[src/rtl/sreg_pkg.sv]
package sreg_pkg;

  typedef enum logic [1:0] {
    REG_NONE  = 2'd0,
    REG_MAIN  = 2'd1,
    REG_ALIAS = 2'd2
  } region_e;

  typedef enum logic [1:0] {
    ACT_FWD   = 2'd0,
    ACT_ZERO  = 2'd1,
    ACT_FAULT = 2'd2
  } act_e;

  // Which window an address falls in.
  function automatic region_e classify(input logic [31:0] a,
                                       input int unsigned win,
                                       input int unsigned alias_base,
                                       input bit has_alias);
    if (a < win) return REG_MAIN;
    if (has_alias && a >= alias_base && a < alias_base + win) return REG_ALIAS;
    return REG_NONE;
  endfunction

  // What to do with a request, given its window and effective attributes.
  function automatic act_e choose(input region_e r, input logic eff_sec,
                                  input logic user);
    case (r)
      REG_MAIN:  return ACT_FWD;
      REG_ALIAS: begin
        if (eff_sec) return ACT_FWD;
        if (user)    return ACT_FAULT;
        return ACT_ZERO;
      end
      default:   return ACT_FAULT;
    endcase
  endfunction

  // Secure attribute carried downstream.
  function automatic logic fwd_attr(input region_e r, input logic eff_sec);
    return (r == REG_MAIN) ? eff_sec : 1'b0;
  endfunction

endpackage

[src/rtl/sreg_win_decode.sv]
module sreg_win_decode
  import sreg_pkg::*;
#(
  parameter int unsigned ADDR_W     = 18,
  parameter int unsigned WIN_BYTES  = 32'h1000,
  parameter int unsigned ALIAS_BASE = 32'h20000,
  parameter bit          HAS_ALIAS  = 1'b1,
  localparam int unsigned OFF_W     = $clog2(WIN_BYTES)
) (
  input  logic [ADDR_W-1:0] addr,
  output region_e           region,
  output logic [OFF_W-1:0]  offset
);

  logic [31:0] addr_ext;

  assign addr_ext = 32'(addr);
  assign region   = classify(addr_ext, WIN_BYTES, ALIAS_BASE, HAS_ALIAS);
  assign offset   = addr[OFF_W-1:0];

endmodule

[src/rtl/sreg_attr_rewrite.sv]
module sreg_attr_rewrite
  import sreg_pkg::*;
#(
  parameter bit SEC_EXT = 1'b1
) (
  input  region_e region,
  input  logic    secure,
  input  logic    user,
  output act_e    act,
  output logic    fwd_secure
);

  logic eff_sec;

  generate
    if (SEC_EXT) begin : g_sec
      assign eff_sec = secure;
    end else begin : g_nosec
      logic unused_sec;
      assign unused_sec = secure;
      assign eff_sec    = 1'b0;
    end
  endgenerate

  assign act        = choose(region, eff_sec, user);
  assign fwd_secure = fwd_attr(region, eff_sec);

endmodule

[src/rtl/sreg_resp_stage.sv]
module sreg_resp_stage
  import sreg_pkg::*;
#(
  parameter int unsigned DATA_W = 32
) (
  input  logic              clk,
  input  logic              rst_n,
  input  logic              accept,
  input  act_e              act,
  input  logic [DATA_W-1:0] dn_rdata,
  input  logic              dn_err,
  output logic              rsp_valid,
  output logic [DATA_W-1:0] rsp_rdata,
  output logic              rsp_err
);

  logic vld_q;
  act_e kind_q;

  always_ff @(posedge clk or negedge rst_n) begin
    if (!rst_n) begin
      vld_q  <= 1'b0;
      kind_q <= ACT_ZERO;
    end else begin
      vld_q <= accept;
      if (accept) kind_q <= act;
    end
  end

  assign rsp_valid = vld_q;
  assign rsp_rdata = (vld_q && kind_q == ACT_FWD) ? dn_rdata : '0;
  assign rsp_err   = vld_q && ((kind_q == ACT_FAULT) ||
                               (kind_q == ACT_FWD && dn_err));

endmodule

[src/rtl/sreg_alias_filter.sv]
module sreg_alias_filter
  import sreg_pkg::*;
#(
  parameter int unsigned ADDR_W     = 18,
  parameter int unsigned DATA_W     = 32,
  parameter int unsigned WIN_BYTES  = 32'h1000,
  parameter int unsigned ALIAS_BASE = 32'h20000,
  parameter bit          HAS_ALIAS  = 1'b1,
  parameter bit          SEC_EXT    = 1'b1,
  localparam int unsigned OFF_W     = $clog2(WIN_BYTES)
) (
  input  logic              clk,
  input  logic              rst_n,
  input  logic              req_valid,
  output logic              req_ready,
  input  logic [ADDR_W-1:0] req_addr,
  input  logic              req_write,
  input  logic [DATA_W-1:0] req_wdata,
  input  logic              req_secure,
  input  logic              req_user,
  output logic              rsp_valid,
  output logic [DATA_W-1:0] rsp_rdata,
  output logic              rsp_err,
  output logic              dn_valid,
  input  logic              dn_ready,
  output logic [OFF_W-1:0]  dn_addr,
  output logic              dn_write,
  output logic [DATA_W-1:0] dn_wdata,
  output logic              dn_secure,
  input  logic [DATA_W-1:0] dn_rdata,
  input  logic              dn_err
);

  region_e region;
  act_e    act;
  logic    fwd_secure;

  // Named events for the checker.
  logic in_main, in_alias, fwd_evt, acc_evt;

  sreg_win_decode #(
    .ADDR_W(ADDR_W), .WIN_BYTES(WIN_BYTES),
    .ALIAS_BASE(ALIAS_BASE), .HAS_ALIAS(HAS_ALIAS)
  ) u_dec (
    .addr(req_addr), .region(region), .offset(dn_addr)
  );

  sreg_attr_rewrite #(.SEC_EXT(SEC_EXT)) u_attr (
    .region(region), .secure(req_secure), .user(req_user),
    .act(act), .fwd_secure(fwd_secure)
  );

  assign in_main   = (region == REG_MAIN);
  assign in_alias  = (region == REG_ALIAS);
  assign fwd_evt   = (act == ACT_FWD);

  assign dn_valid  = req_valid && fwd_evt;
  assign dn_write  = req_write;
  assign dn_wdata  = req_wdata;
  assign dn_secure = fwd_secure;
  assign req_ready = fwd_evt ? dn_ready : 1'b1;
  assign acc_evt   = req_valid && req_ready;

  sreg_resp_stage #(.DATA_W(DATA_W)) u_rsp (
    .clk(clk), .rst_n(rst_n), .accept(acc_evt), .act(act),
    .dn_rdata(dn_rdata), .dn_err(dn_err),
    .rsp_valid(rsp_valid), .rsp_rdata(rsp_rdata), .rsp_err(rsp_err)
  );

endmodule

[config.mk]
export PLATFORM = sky130hd
export DESIGN_NAME = sreg_alias_filter
export DESIGN_NICKNAME = d
export VERILOG_FILES = /design/src/rtl/sreg_pkg.sv /design/src/rtl/sreg_win_decode.sv /design/src/rtl/sreg_attr_rewrite.sv /design/src/rtl/sreg_resp_stage.sv /design/src/rtl/sreg_alias_filter.sv
export SDC_FILE = /design/constraint.sdc
export NUM_CORES = 1
export LEC_CHECK = 0
export ABC_AREA = 1
export ABC_CLOCK_PERIOD_IN_PS = 1400
export BUFFER_PORTS_ARGS = -buffer_cell sky130_fd_sc_hd__buf_2
export CAP_MARGIN = 15
export CORE_AREA = 2 2 67 69
export CTS_CLUSTER_DIAMETER = 60
export CTS_CLUSTER_SIZE = 25
export DETAILED_ROUTE_END_ITERATION = 10
export DIE_AREA = 0 0 69 71
export PLACE_DENSITY = 0.7
export SLEW_MARGIN = 20
export SYNTH_ARGS = -nofsm -noshare
export SYNTH_HDL_FRONTEND = slang
export SYNTH_SLANG_ARGS = --single-unit
[constraint.sdc]
create_clock -name clk -period 1.4 [get_ports clk]
set_clock_uncertainty 0.05 [all_clocks]
set_input_delay 0.21 -clock clk [delete_from_list [all_inputs] [get_ports clk]]
set_output_delay 0.21 -clock clk [all_outputs]
set_load 0.005 [all_outputs]
==> metrics <==
status finished, violations left; failing checks negative setup slack; WP data arrival roughly 1.3 ns; die area approximately 4900 um^2; Min-Delay Path Depth 3; FF+latch count, synth 3; largest net degree at the start of global routing 17; clk slew on worst S/H paths approximately 0.030 ns; drt wl/cell 8.87 um; Hold Crit Start req_valid; Synth top cells by count buf_4 (45), inv_1 (37), nor2_1 (28); post-CTS setup buffer count 0; drt drc 0; Post-synth ARST share 100%; Post-synth top flop dfrtp_1; vias in the first global route roughly 810; Synth cell types 14; setup TNS -5.52 ns; f_max around 630 MHz; R2R depth 2; worst vdd ir between 0.15 and 0.2 mV; Slew @ Worst Pin 0.290 ns; sw power 0.158 mW; # rows 24; Final period util 114%; setup repair after global routing missed its margin yes; most common cell in the netlist buf_4; root buf cell clkbuf_8; Core ar. 4200 um^2; fin nets between 200 and 300; yosys warns 0; reg2reg setup slack 0.66 ns; Max-slew headroom around four fifths; 1st-iter DRT viols 8; Worst EP required 1.14 ns; critical path type flip-flop to primary output; first-pass GRT wire length between 3 and 4 mm; total of max-cap violations 0; Non-Filler Instances between 200 and 250; sequential fraction of the synthesis area a little under 9%; Mapped Area 855 um^2; largest area contributor in the netlist buf_4; Setup Viol. Count Final 32; worst skew pair latency approximately 0.21 ns; WHS Endpoint u_rsp.kind_q[1]; CP endpoint kind primary output; startpoint types flip-flop; Port Buffer Count between 80 and 90; Max FO, Critical Path 8; drt first pass iters 4; GRT Util Overall 8.01%; CTS tree built; number of CTS-inserted buffers 3; Tmin final approximately 1.6 ns; DRT Wirelength 2.11 mm; Hold Fails Final Rpt 0; Initial Util approximately a fifth; Gate power share a little under 40%; top-area cell type share of the netlist area between 30% and 40%; Antenna diodes 0; top cells by area, synth buf_4 (40%), inv_1 (16%), nor2_1 (12%), nor2_2 (8.1%), dfrtp_1 (5.9%); Post-Syn Area per Cell just under 6 um^2; reg-to-reg critical path endpoint u_rsp.kind_q[0]; Crit Reg-Reg Startpoint u_rsp.kind_q[0]; Mapped Nets about 240; # IOs between 150 and 200; via count ~900; DIE HEIGHT 71 um; final worst slack -0.192 ns; HPWL after detailed placement ~1.6 mm; area of the multi-input gates 307 um^2; pwr dens between 500 and 600 nW/um^2; Fill cells around 460; clk sinks 3; grt ovf 0; max-slew violation count 0; LEAKAGE between 0.7 and 0.8 nW; H-Tree Depth 1; switching share of power 28.1%; clock power share approximately 44%; share of layout cells above drive strength 1 59.7%; Post-synth EDFFs 0; Clock Path Buffers 2; Routability Congestion approximately 0.64; Hold WC Path Type input port to flip-flop; Reg power frac between 10% and 20%; chip width slightly below 70 um; flip-flop and latch area 76.3 um^2; Final ANT Viol Nets 0; Placed Instances ~230; cell internal pwr around 0.40 mW; Synth Instances roughly 150; Via-to-Cell Ratio around 3.8; area delta synth->final 31.0%; initial antenna violation count 0
==> worst max-delay path by stage <==
| stage | from | endpoint | cells after the start |
|---|---|---|---|
| 3_3_place_gp | u_rsp.kind_q[0] | rsp_rdata[14] | 6 |
| 2_1_floorplan | u_rsp.kind_q[0] | rsp_rdata[20] | 6 |
| 6_report | u_rsp.kind_q[0] | rsp_rdata[25] | 6 |
| 4_1_cts | u_rsp.kind_q[0] | rsp_rdata[25] | 6 |
| 3_5_place_dp | u_rsp.kind_q[0] | rsp_rdata[14] | 6 |
| 5_1_grt | u_rsp.kind_q[0] | rsp_rdata[14] | 6 |
==> critical path, stage by stage (launching register included) <==
cell and delay (ns):
dfstp_2 0.53, inv_2 0.03, nand2_2 0.05, or2_4 0.18
clkbuf_16 0.18, nor2_1 0.04, buf_2 0.11
==> through the flow <==
stage / hold WS (ns) / total power [mW] / area (um^2) / util [%] / worst slack (ns)
after global routing: 0.228 / 0.606 / 1120 / 26.6 / -0.253
final: 0.202 / 0.563 / 1120 / 26.6 / -0.192
after floorplan: -0.136 / 0.285 / 855 / - / 0.149
after detailed placement: -0.0398 / 0.281 / 962 / 22.9 / 0.00622
after global placement: -0.0430 / 0.278 / 962 / 22.9 / 0.0183
after CTS: 0.201 / 0.549 / 1050 / 24.9 / -0.188
==> sequential cells by signal (all words and copies together) (netlist names) <==
| register | count |
|---|---|
| u_rsp.kind_q | 2 |
| u_rsp.rsp_valid | 1 |
==> routing by layer <==
metal | wire length [um] | global-route usage [%] | vias to the layer above
li1 | - | - | 440
met5 | 0 | 0 | -
met3 | 480 | 7.83 | 4
met1 | 646 | 6.53 | 372
met4 | 25 | 3.49 | 0
met2 | 959 | 13.0 | 91
==> cell families (layout without fill, tap and decap cells) <==
kind of cell	count (synthesis)	after routing	synth area share, %
buf+inv	86	126	61.1
simple gates	57	57	30.0
flops	3	3	8.93
==> layout make-up <==
type | count | share of cell area, %
multi-input cells | 57 | 27.4
flip-flops and latches | 3 | 6.82
repair buffers | 85 | 43.6
inverters | 37 | 12.4
well taps | 52 | 5.81
clock buffers | 4 | 4.02
==> power by group through the flow <==
stage          combinational (mW)  sequential (mW)  clock (mW)
5_1_grt                     0.248           0.0954       0.262
3_3_place_gp                0.183           0.0948           0
2_1_floorplan               0.191           0.0944           0
6_report                    0.223           0.0946       0.245
3_5_place_dp                0.186           0.0952           0
4_1_cts                     0.204           0.0945       0.251
==> placed cells by master, fill, tap and decap left out, drive strengths merged, types with 2 or more instances in the layout <==
cell,Yosys,final
buf,49,83
clkbuf,0,5
dfrtp,2,2
inv,37,37
nand2,11,11
nand3,2,2
nor2,39,39
==> what timing repair did <==
action                                 4_1_cts  5_1_grt
hold buffers                                 1        0
gates resized for setup                      2       15
setup endpoints to repair                   32       33
endpoints found under the hold margin        3        0
pin swaps                                    0        0
cloned                                       1        1
Note: power is estimated with default switching activity, not from simulation.
